<file path="config.mk">
export PLATFORM = sky130hd
export DESIGN_NAME = em_error_manager
export DESIGN_NICKNAME = d
export VERILOG_FILES = /design/src/rtl/em_pkg.sv /design/src/rtl/em_mask_reg.sv /design/src/rtl/em_class_enc.sv /design/src/rtl/em_report_arb.sv /design/src/rtl/em_error_manager.sv
export SDC_FILE = /design/constraint.sdc
export NUM_CORES = 1
export LEC_CHECK = 0
export ABC_CLOCK_PERIOD_IN_PS = 5000
export BUFFER_PORTS_ARGS = -buffer_cell sky130_fd_sc_hd__buf_2
export CAP_MARGIN = 20
export CORE_AREA = 3 3 372 374
export CTS_CLUSTER_DIAMETER = 40
export DETAILED_ROUTE_END_ITERATION = 8
export DIE_AREA = 0 0 375 377
export MAX_ROUTING_LAYER = met4
export PLACE_DENSITY_LB_ADDON = 0.2
export SYNTH_ARGS = -nofsm -noshare
export SYNTH_HDL_FRONTEND = slang
export SYNTH_HIERARCHICAL = 1
export SYNTH_SLANG_ARGS = --single-unit
export TNS_END_PERCENT = 5
</file>
<file path="constraint.sdc">
create_clock -name clk -period 5 [get_ports clk]
set_input_delay 0.25 -clock clk [delete_from_list [all_inputs] [get_ports clk]]
set_output_delay 0.25 -clock clk [all_outputs]
set_load 0.02 [all_outputs]
</file>
<file path="src/rtl/em_pkg.sv">
package em_pkg;
  localparam int NUM_CLASSES = 19;
  localparam int DETAIL_W    = 10;
  localparam int AUX_W       = 32;
  localparam int REG_W       = 32;
  localparam int ADDR_W      = 8;
  localparam int STATUS_W    = 8;
  localparam int IDX_W       = $clog2(NUM_CLASSES);
  localparam int EN_W        = NUM_CLASSES + 1;

  localparam logic [STATUS_W-1:0] ST_DECODED = 8'hAA;
  localparam logic [STATUS_W-1:0] ST_UNUSABLE = 8'hEE;

  localparam int LINK_FIRST = 7;
  localparam int LINK_LAST  = 12;

  // number of meaningful member lines in each class
  function automatic int class_width(input int k);
    case (k)
      1:       return 6;
      3:       return 3;
      6:       return 5;
      14:      return 6;
      default: return (k >= LINK_FIRST && k <= LINK_LAST) ? DETAIL_W : 1;
    endcase
  endfunction

  function automatic bit is_link_class(input int k);
    return (k >= LINK_FIRST) && (k <= LINK_LAST);
  endfunction
endpackage

</file>
<file path="src/rtl/em_mask_reg.sv">
module em_mask_reg
  import em_pkg::*;
#(
  parameter logic [ADDR_W-1:0] MASK_ADDR = 8'hF0,
  parameter logic [REG_W-1:0]  MASK_INIT = '0
) (
  input  logic              clk,
  input  logic              rst,
  input  logic              we_i,
  input  logic [ADDR_W-1:0] addr_i,
  input  logic [REG_W-1:0]  wdata_i,
  output logic [EN_W-1:0]   en_bits_o,
  output logic [REG_W-1:0]  rdata_o
);
  // Power-up value only; deliberately outside the reset domain.
  logic [REG_W-1:0] mask_q = MASK_INIT;
  logic             hit;

  assign hit = (addr_i == MASK_ADDR);

  always_ff @(posedge clk) begin
    if (we_i && hit) mask_q <= wdata_i;
  end

  always_ff @(posedge clk) begin
    if (rst) rdata_o <= '0;
    else     rdata_o <= hit ? mask_q : '0;
  end

  assign en_bits_o = mask_q[EN_W-1:0];

  a_r2_mask_hold: assert property (@(posedge clk) disable iff (rst)
    !(we_i && hit) |=> $stable(mask_q));
endmodule

</file>
<file path="src/rtl/em_class_enc.sv">
module em_class_enc
  import em_pkg::*;
#(
  parameter int CLASS_IDX = 0
) (
  input  logic [DETAIL_W-1:0] members_i,
  input  logic [AUX_W-1:0]    aux_i,
  output logic                flag_o,
  output logic                bad_o,
  output logic [DETAIL_W-1:0] detail_o,
  output logic [AUX_W-1:0]    aux_o
);
  localparam int WIDTH = class_width(CLASS_IDX);
  localparam bit LINK  = is_link_class(CLASS_IDX);
  localparam logic [DETAIL_W-1:0] VALID_M =
    (WIDTH >= DETAIL_W) ? '1 : DETAIL_W'((64'd1 << WIDTH) - 64'd1);
  localparam int SCAN_TOP = LINK ? DETAIL_W - 1 : WIDTH;

  logic [DETAIL_W-1:0] enc;

  always_comb begin
    enc = '0;
    for (int i = 0; i < SCAN_TOP; i++) begin
      if (members_i[i]) enc = DETAIL_W'(1) << i;
    end
    if (LINK) enc[DETAIL_W-1] = 1'b1;
  end

  assign flag_o   = |members_i;
  assign bad_o    = |(members_i & ~VALID_M);
  assign detail_o = bad_o ? '0 : enc;
  assign aux_o    = bad_o ? '0 : aux_i;
endmodule

</file>
<file path="src/rtl/em_report_arb.sv">
module em_report_arb
  import em_pkg::*;
(
  input  logic                            clk,
  input  logic                            rst,
  input  logic [NUM_CLASSES-1:0]          enable_i,
  input  logic [NUM_CLASSES-1:0]          flags_i,
  input  logic [NUM_CLASSES-1:0]          bads_i,
  input  logic [NUM_CLASSES*DETAIL_W-1:0] details_i,
  input  logic [NUM_CLASSES*AUX_W-1:0]    auxes_i,
  output logic                            rpt_valid_o,
  output logic [REG_W-1:0]                rpt_code_o,
  output logic [DETAIL_W-1:0]             rpt_detail_o,
  output logic [AUX_W-1:0]                rpt_aux_o,
  output logic [STATUS_W-1:0]             rpt_status_o
);
  localparam logic [REG_W-1:0] LINK_CODES =
    REG_W'(((64'd1 << (LINK_LAST + 1)) - 64'd1) & ~((64'd1 << LINK_FIRST) - 64'd1));

  logic [NUM_CLASSES-1:0] seen_q, seen_d, pending;
  logic                   sel_valid;
  logic [IDX_W-1:0]       sel_idx;
  logic                   sel_flag;

  assign pending = enable_i & (flags_i ^ seen_q);

  // lowest code bit wins: scan downward, last hit is kept
  always_comb begin
    sel_valid = 1'b0;
    sel_idx   = '0;
    for (int k = NUM_CLASSES - 1; k >= 0; k--) begin
      if (pending[k]) begin
        sel_valid = 1'b1;
        sel_idx   = IDX_W'(k);
      end
    end
  end

  assign sel_flag = flags_i[sel_idx];

  always_comb begin
    seen_d = seen_q & enable_i;
    if (sel_valid) seen_d[sel_idx] = sel_flag;
  end

  always_ff @(posedge clk) begin
    if (rst) begin
      seen_q       <= '0;
      rpt_valid_o  <= 1'b0;
      rpt_code_o   <= '0;
      rpt_detail_o <= '0;
      rpt_aux_o    <= '0;
      rpt_status_o <= '0;
    end else begin
      seen_q       <= seen_d;
      rpt_valid_o  <= sel_valid;
      rpt_code_o   <= sel_valid ? (REG_W'(1) << sel_idx) : '0;
      rpt_detail_o <= (sel_valid && sel_flag) ? details_i[sel_idx*DETAIL_W +: DETAIL_W] : '0;
      rpt_aux_o    <= (sel_valid && sel_flag) ? auxes_i[sel_idx*AUX_W +: AUX_W] : '0;
      rpt_status_o <= !sel_valid ? '0 :
                      (sel_flag && bads_i[sel_idx]) ? ST_UNUSABLE : ST_DECODED;
    end
  end

  a_r5_code_onehot: assert property (@(posedge clk) disable iff (rst)
    rpt_valid_o |-> $countones(rpt_code_o) == 1);
  a_r5_idle_quiet: assert property (@(posedge clk) disable iff (rst)
    !rpt_valid_o |-> rpt_code_o == '0);
  a_r4_enabled_only: assert property (@(posedge clk) disable iff (rst)
    rpt_valid_o |-> (rpt_code_o[NUM_CLASSES-1:0] & $past(enable_i)) != '0);
  a_r10_status_legal: assert property (@(posedge clk) disable iff (rst)
    rpt_valid_o |-> (rpt_status_o == ST_DECODED || rpt_status_o == ST_UNUSABLE));
  a_r10_unusable_blank: assert property (@(posedge clk) disable iff (rst)
    (rpt_valid_o && rpt_status_o == ST_UNUSABLE) |-> (rpt_detail_o == '0 && rpt_aux_o == '0));
  a_r8_link_fatal: assert property (@(posedge clk) disable iff (rst)
    (rpt_valid_o && (rpt_code_o & LINK_CODES) != '0 && rpt_detail_o != '0)
      |-> rpt_detail_o[DETAIL_W-1]);
endmodule

</file>
<file path="src/rtl/em_error_manager.sv">
module em_error_manager
  import em_pkg::*;
#(
  parameter logic [ADDR_W-1:0] MASK_ADDR = 8'hF0,
  parameter logic [REG_W-1:0]  MASK_INIT = '0
) (
  input  logic                            clk,
  input  logic                            rst,
  input  logic                            reg_we,
  input  logic [ADDR_W-1:0]               reg_addr,
  input  logic [REG_W-1:0]                reg_wdata,
  output logic [REG_W-1:0]                reg_rdata,
  input  logic [NUM_CLASSES*DETAIL_W-1:0] err_members,
  input  logic [NUM_CLASSES*AUX_W-1:0]    err_aux,
  output logic                            rpt_valid,
  output logic [REG_W-1:0]                rpt_code,
  output logic [DETAIL_W-1:0]             rpt_detail,
  output logic [AUX_W-1:0]                rpt_aux,
  output logic [STATUS_W-1:0]             rpt_status
);
  logic [EN_W-1:0]                 en_bits;
  logic [NUM_CLASSES-1:0]          class_en, flags, bads;
  logic [NUM_CLASSES*DETAIL_W-1:0] details;
  logic [NUM_CLASSES*AUX_W-1:0]    auxes;

  em_mask_reg #(.MASK_ADDR(MASK_ADDR), .MASK_INIT(MASK_INIT)) u_mask (
    .clk(clk), .rst(rst), .we_i(reg_we), .addr_i(reg_addr), .wdata_i(reg_wdata),
    .en_bits_o(en_bits), .rdata_o(reg_rdata)
  );

  assign class_en = en_bits[EN_W-1:1] & {NUM_CLASSES{en_bits[0]}};

  for (genvar k = 0; k < NUM_CLASSES; k++) begin : g_cls
    em_class_enc #(.CLASS_IDX(k)) u_enc (
      .members_i(err_members[k*DETAIL_W +: DETAIL_W]),
      .aux_i    (err_aux[k*AUX_W +: AUX_W]),
      .flag_o   (flags[k]),
      .bad_o    (bads[k]),
      .detail_o (details[k*DETAIL_W +: DETAIL_W]),
      .aux_o    (auxes[k*AUX_W +: AUX_W])
    );
  end

  em_report_arb u_arb (
    .clk(clk), .rst(rst), .enable_i(class_en), .flags_i(flags), .bads_i(bads),
    .details_i(details), .auxes_i(auxes),
    .rpt_valid_o(rpt_valid), .rpt_code_o(rpt_code), .rpt_detail_o(rpt_detail),
    .rpt_aux_o(rpt_aux), .rpt_status_o(rpt_status)
  );

  a_r3_global_off: assert property (@(posedge clk) disable iff (rst)
    !en_bits[0] |=> !rpt_valid);
endmodule

</file>
-- Yosys cells after proc, flatten, opt, wreduce, memory -nomap -nowiden
Index checks and enable logic that the tools add are counted.
W data, S select, Z words.
- logic and storage cells: 217
- bits in registers: 166
- output and inout port bits: 115
- input port bits: 841
- magnitude comparators: 2
- multipliers: 1
- bitwise gates (word level): 7
- multiplexer cells: 156
- equal/unequal tests: 1
- reductions and logical operators: 39
- shift operators: 3
- operator list (kind ; number):
    $shiftx A608 B11 Y32 ; 1
    $mux W32 ; 13
    $mux W9 ; 42
    $mux W10 ; 29
    $reduce_or A10 Y1 ; 19
    $shiftx A190 B10 Y10 ; 1
    $mux W5 ; 19
    $reduce_or A9 Y1 ; 9
    $and A19 B19 Y19 ; 3
    $mux W1 ; 41
    $shl A1 B5 Y32 const A ; 1
    $bwmux W19 ; 1
    $mux W19 ; 1
    $xor A19 B19 Y19 ; 1
    $mux W2 ; 6
    $bmux W1 S5 ; 2
    $eq A8 B8 Y1 const B ; 1
    $mul A5 B3 Y8 const B ; 1
    $reduce_or A4 Y1 ; 2
    $mux W7 ; 1
    $reduce_or A7 Y1 ; 1
    $lt A5 B6 Y1 const B ; 1
    $reduce_or A2 Y1 ; 3
    $demux W1 S5 ; 1
    other kinds (4) ; 9

-- Depth between registers and ports, before layout
- depth after elaboration: 28
- depth in mapped cells: 15
- mapped depth without buffers: 12

-- By module
Netlist, hierarchy kept.
- by module, submodules not included (module ; area each (µm²) ; cells each ; sequential area each (µm²) ; instances):
    em_report_arb ; 10124.7 ; 1477 ; 1921.8 ; 1
    em_class_enc at g_cls[0].u_enc ... ; 596.8 ; 97 ; 0.0 ; 9
    em_mask_reg ; 2384.8 ; 162 ; 1601.5 ; 1
    em_class_enc at g_cls[10].u_enc ... ; 391.6 ; 52 ; 0.0 ; 6
    em_class_enc at g_cls[14].u_enc ... ; 342.8 ; 53 ; 0.0 ; 2
    em_class_enc at g_cls[3].u_enc ; 456.7 ; 91 ; 0.0 ; 1
    em_class_enc at g_cls[6].u_enc ; 431.7 ; 59 ; 0.0 ; 1
    em_error_manager ; 148.9 ; 20 ; 0.0 ; 1

-- Worst setup path after synthesis
Ideal clock, no wire load.
- path kind: input to register
- start: input port err_members[135]
- end: register u_arb.rpt_aux_o[10]
- required time: 4868 ps
- setup time: 132 ps
- slack: 1190 ps
- buffers on the path: 2
- stages: 13
- data arrival time: 3678 ps
- cells stage by stage: or4_4 buf_6 or4b_1 xor2_1 nand2_1 a222oi_1 o211a_2 o21ai_1 mux2_1 a211o_1 o31ai_4 buf_6 a31oi_1
- longest elaborated chain between the ends: 22
- elaborated cells between the ends (all ways): 39
- those cells by class: shift (1); mux (31); bitwise (3); reduce/logical (4)
- RTL lines (element ; RTL line ; source):
    start, declared ; em_error_manager.sv:13 ; input logic [NUM_CLASSES*DETAIL_W-1:0] err_members,
    $reduce_or A10 Y1 * ; em_class_enc.sv:29 ; assign flag_o = |members_i;
    via flags[13] ; em_error_manager.sv:22 ; logic [NUM_CLASSES-1:0] class_en, flags, bads;
    branches (longest 21 deep; another with $xor A19 B19 Y19) ; - ;
    end signal, assigned ; em_report_arb.sv:59 ; rpt_aux_o <= (sel_valid && sel_flag) ? auxes_i[sel_idx*AUX_W +: AUX_W] : '0;
    end, declared ; em_report_arb.sv:14 ; output logic [AUX_W-1:0] rpt_aux_o,
Mark *: on every way through the listed nets, which the timed path passes. The select of a mux whose other input is x is not followed.
A chain may end at the register's enable or synchronous reset.

-- Final worst setup path
- start: input port err_members[178]
- end: register u_arb.rpt_aux_o[21]
- longest elaborated chain between the ends: 26
- elaborated cells between the ends (all ways): 47
- those cells by class: shift (1); mux (39); bitwise (3); reduce/logical (4)
- RTL lines (element ; RTL line):
    $reduce_or A10 Y1 * ; em_class_enc.sv:29
    via flags[17] ; em_error_manager.sv:22
    branches (longest 25 deep; another with $xor A19 B19 Y19) ; -
Marks and branches as above.

==> impl_metrics.csv <==
group,metric,value,unit
drt,routed_wl,174000,um
critical_path,crit_path_start_kind,"input pin",
die,start_util,16.2,%
yosys,avgSynthCellArea,7.08,um2
global_routing,grt_pass1_wl,229000,um
cells_and_area,multiInputGateArea,14700,um2
timing,worst_pin_slew,1.06,ns
timing,drv_slew,0,
yosys,synth-seq-area-share,16.0,%
timing,period_minus_slack,4.66,ns
timing,relSlewSlack,28.5,%
yosys,synth_edf_count,32,
yosys,post-synth-top-count-cell,"nand2_1",
clock_network,root_buffer,"clkbuf_16",
status,status,"finished clean",
run,cap_violations,0,
timing,whs,0.233,ns
die,die_x,375,um
clock_network,cts_hold_buf,32,
yosys,ys.flop_type,"dfxtp_1",
power,p_leak,11.6,nW
place,numPortBuffers,953,
yosys,syn_area,22000,um2
power,power,3.89,mW
yosys,syn_inst,3100,
drt,antenna_left,0,
power,power.density,137,nW/um2
cells_and_area,drive_gt1_share,35.5,%
critical_path,required,5.34,ns
clock_network,cts_max_level,4,
timing,hold_viol_final,0,
global_routing,grt_pass1_vias,25816,
cells_and_area,postLayoutCellArea,28300,um2
global_routing,antenna_found_initial,64,
yosys,synth_common_cells,"nand2_1 (461), buf_4 (339), nor4_1 (330)",
critical_path,endpoint_kind,"flip-flop",
clock_network,cts_tree,"yes",
yosys,ys_seq_elements,160,
yosys,synth_top_cell_by_area,"dfxtp_1",
critical_path,crit_type,"input pin to flip-flop",
cells_and_area,instances_no_fill,5581,
clock_network,worstSkewPairLatency,0.51,ns
timing,period_share,93.1,%
cells_and_area,synthToLayoutAreaGrowth,29.1,%
critical_path,slowest_stage,"a32oi_1",
yosys,yosysTopAreaCellShare,11.7,%
drt,drtIter0Drc,2184,
global_routing,grt_util_all_layers,24.1,%
critical_path,crit_fanout,28,
cells_and_area,regArea,3520,um2
place,post-dp-hpwl,143000,um
timing,finClkSkew,0.0224,ns
drt,via_per_inst,4.69,
global_routing,grt_max_degree,44,
critical_path,critPathMaxStageDelay,0.76,ns
cells_and_area,nNetsFinal,4605,
cells_and_area,n_fill_cell,15719,
clock_network,clk_pin_slew,0.08,ns
clock_network,clock-sinks,160,
place,dp_cells,5494,
place,placed_cell_area,27400,um2
timing,setup_viol,0,
global_routing,grt_overflow_total,0,
yosys,async_flop_share,0,%
die,die-area,141000,um2
yosys,ys_types,79,
power,ir_drop,0.000233,V
drt,drt_first_pass_iters,5,
clock_network,cts_buffers,17,
die,die_h,377,um
place,gp_routability_congestion,0.952,
timing,rsz0062_at_grt,"no",
clock_network,cts_resized,0,
clock_network,cts_max_path_buffers,2,
place,place_ws,-0.101,ns
timing,finalWorstSetupSlack,0.344,ns
yosys,yosysWarnings,6,
critical_path,crit_chain,"buf_2 -> or4_4 -> or4b_1 -> xor2_1 -> o211ai_1 -> a222oi_1 -> o211a_2 -> nor2_4 -> buf_12 -> buf_4 -> buf_4 -> mux2i_1 -> mux2i_1 -> a32oi_1 -> a31oi_1",
die,io_pins,956,
min_path,hold_path.class,"input pin to flip-flop",
die,rows,135,
critical_path,arrival,5.00,ns
timing,fmax,215,MHz
drt,drc,0,
yosys,synth.area.top_cells,"dfxtp_1 (12%), buf_4 (12%), nor4_1 (9.4%)",
drt,wire_per_inst,31.2,um
clock_network,post-cts-setup-buffers,0,
drt,num_vias,26163,
die,coreArea,135000,um2
worst paths after layout:
path | startpoint | end | slack [ns] | depth (start not counted)
max reg2reg | u_mask/mask_q[0]$_DFFE_PP_ | u_arb/rpt_aux_o[21]$_SDFF_PP0_ | 0.69 | 13
max | err_members[178] | u_arb/rpt_aux_o[21]$_SDFF_PP0_ | 0.34 | 15
min | err_aux[314] | u_arb/rpt_aux_o[26]$_SDFF_PP0_ | 0.23 | 5
min reg2reg | u_arb/seen_q[14]$_SDFF_PP0_ | u_arb/seen_q[14]$_SDFF_PP0_ | 0.49 | 2
area by class of cell:
cell class | instances | share of cell area, %
clock inverters | 13 | 0.503
flip-flops and latches | 160 | 12.4
multi-input cells | 2312 | 51.9
diodes | 23 | 0.203
inverters | 93 | 1.23
clock buffers | 19 | 1.60
well taps | 1781 | 7.86
repair buffers | 1180 | 24.3
logic make-up after synthesis:
logic type	after synthesis	share of synthesized area, %
other	26	0.445
flip-flops	160	16.0
buffers and inverters	730	19.5
XOR/XNOR	19	0.792
multiplexers	200	9.93
AO/OA/AOI/OAI	402	12.1
AND/OR/NAND/NOR	1563	41.2
report_power, final:
part,switching [mW],leakage (nW),internal (mW),total (mW)
clock network,0.747,0.292,0.694,1.44
logic,0.657,10.0,0.455,1.11
registers,0.00785,1.33,1.33,1.34
total,1.41,11.6,2.48,3.89
layout by cell type (no fill, tap or decap), drive strengths merged, types with 16 or more instances in the layout:
| cell | instances |
|---|---|
| nor3 | 60 |
| dlygate4sd3 | 32 |
| conb | 128 |
| buf | 1148 |
| a21oi | 152 |
| nand2b | 301 |
| o22ai | 27 |
| xor2 | 16 |
| or2 | 21 |
| edfxtp | 32 |
| nand3 | 64 |
| mux2i | 183 |
| or4 | 34 |
| inv | 99 |
| clkbuf | 19 |
| nor4 | 367 |
| a22oi | 18 |
| a32oi | 23 |
| nor2 | 42 |
| dfxtp | 128 |
| and2 | 100 |
| a31oi | 73 |
| o21ai | 16 |
| diode | 23 |
| nor3b | 47 |
| nand2 | 461 |
through the flow:
stage               setup TNS [ns]  utilization (%)
detailed placement          -0.189             20.2
finish                           0             21.0
floorplan                        0                -
global placement            -0.572             20.2
global route                     0             20.9
CTS                              0             20.9
critical path, delay by kind of cell:
family	cells	cell delay, ns
muxes	2	0.33
buffers and inverters	4	0.86
AOI/OAI and AO/OA	5	1.60
xor gates and xnor gates	1	0.27
and+or+nand+nor	3	1.64
per-layer routing:
layer  global-route usage [%]  vias to the layer above  share of wire (%)
li1                         -                    11914                  -
met1                     30.6                    12908                 44
met2                     41.3                     1196                 49
met3                     3.02                      145                5.4
met4                     4.44                        0                1.8
met5                        -                        -                  0
state kept, by name, summed over array words and instances (netlist names):
signal,count
u_arb/rpt_code_o,32
u_arb/rpt_detail_o,10
u_mask/mask_q,32
u_arb/rpt_status_o,2
u_arb/seen_q,19
u_mask/rdata_o,32
u_arb/rpt_aux_o,32
u_arb/rpt_valid_o,1
No activity file was read; power rests on OpenSTA's default activity.
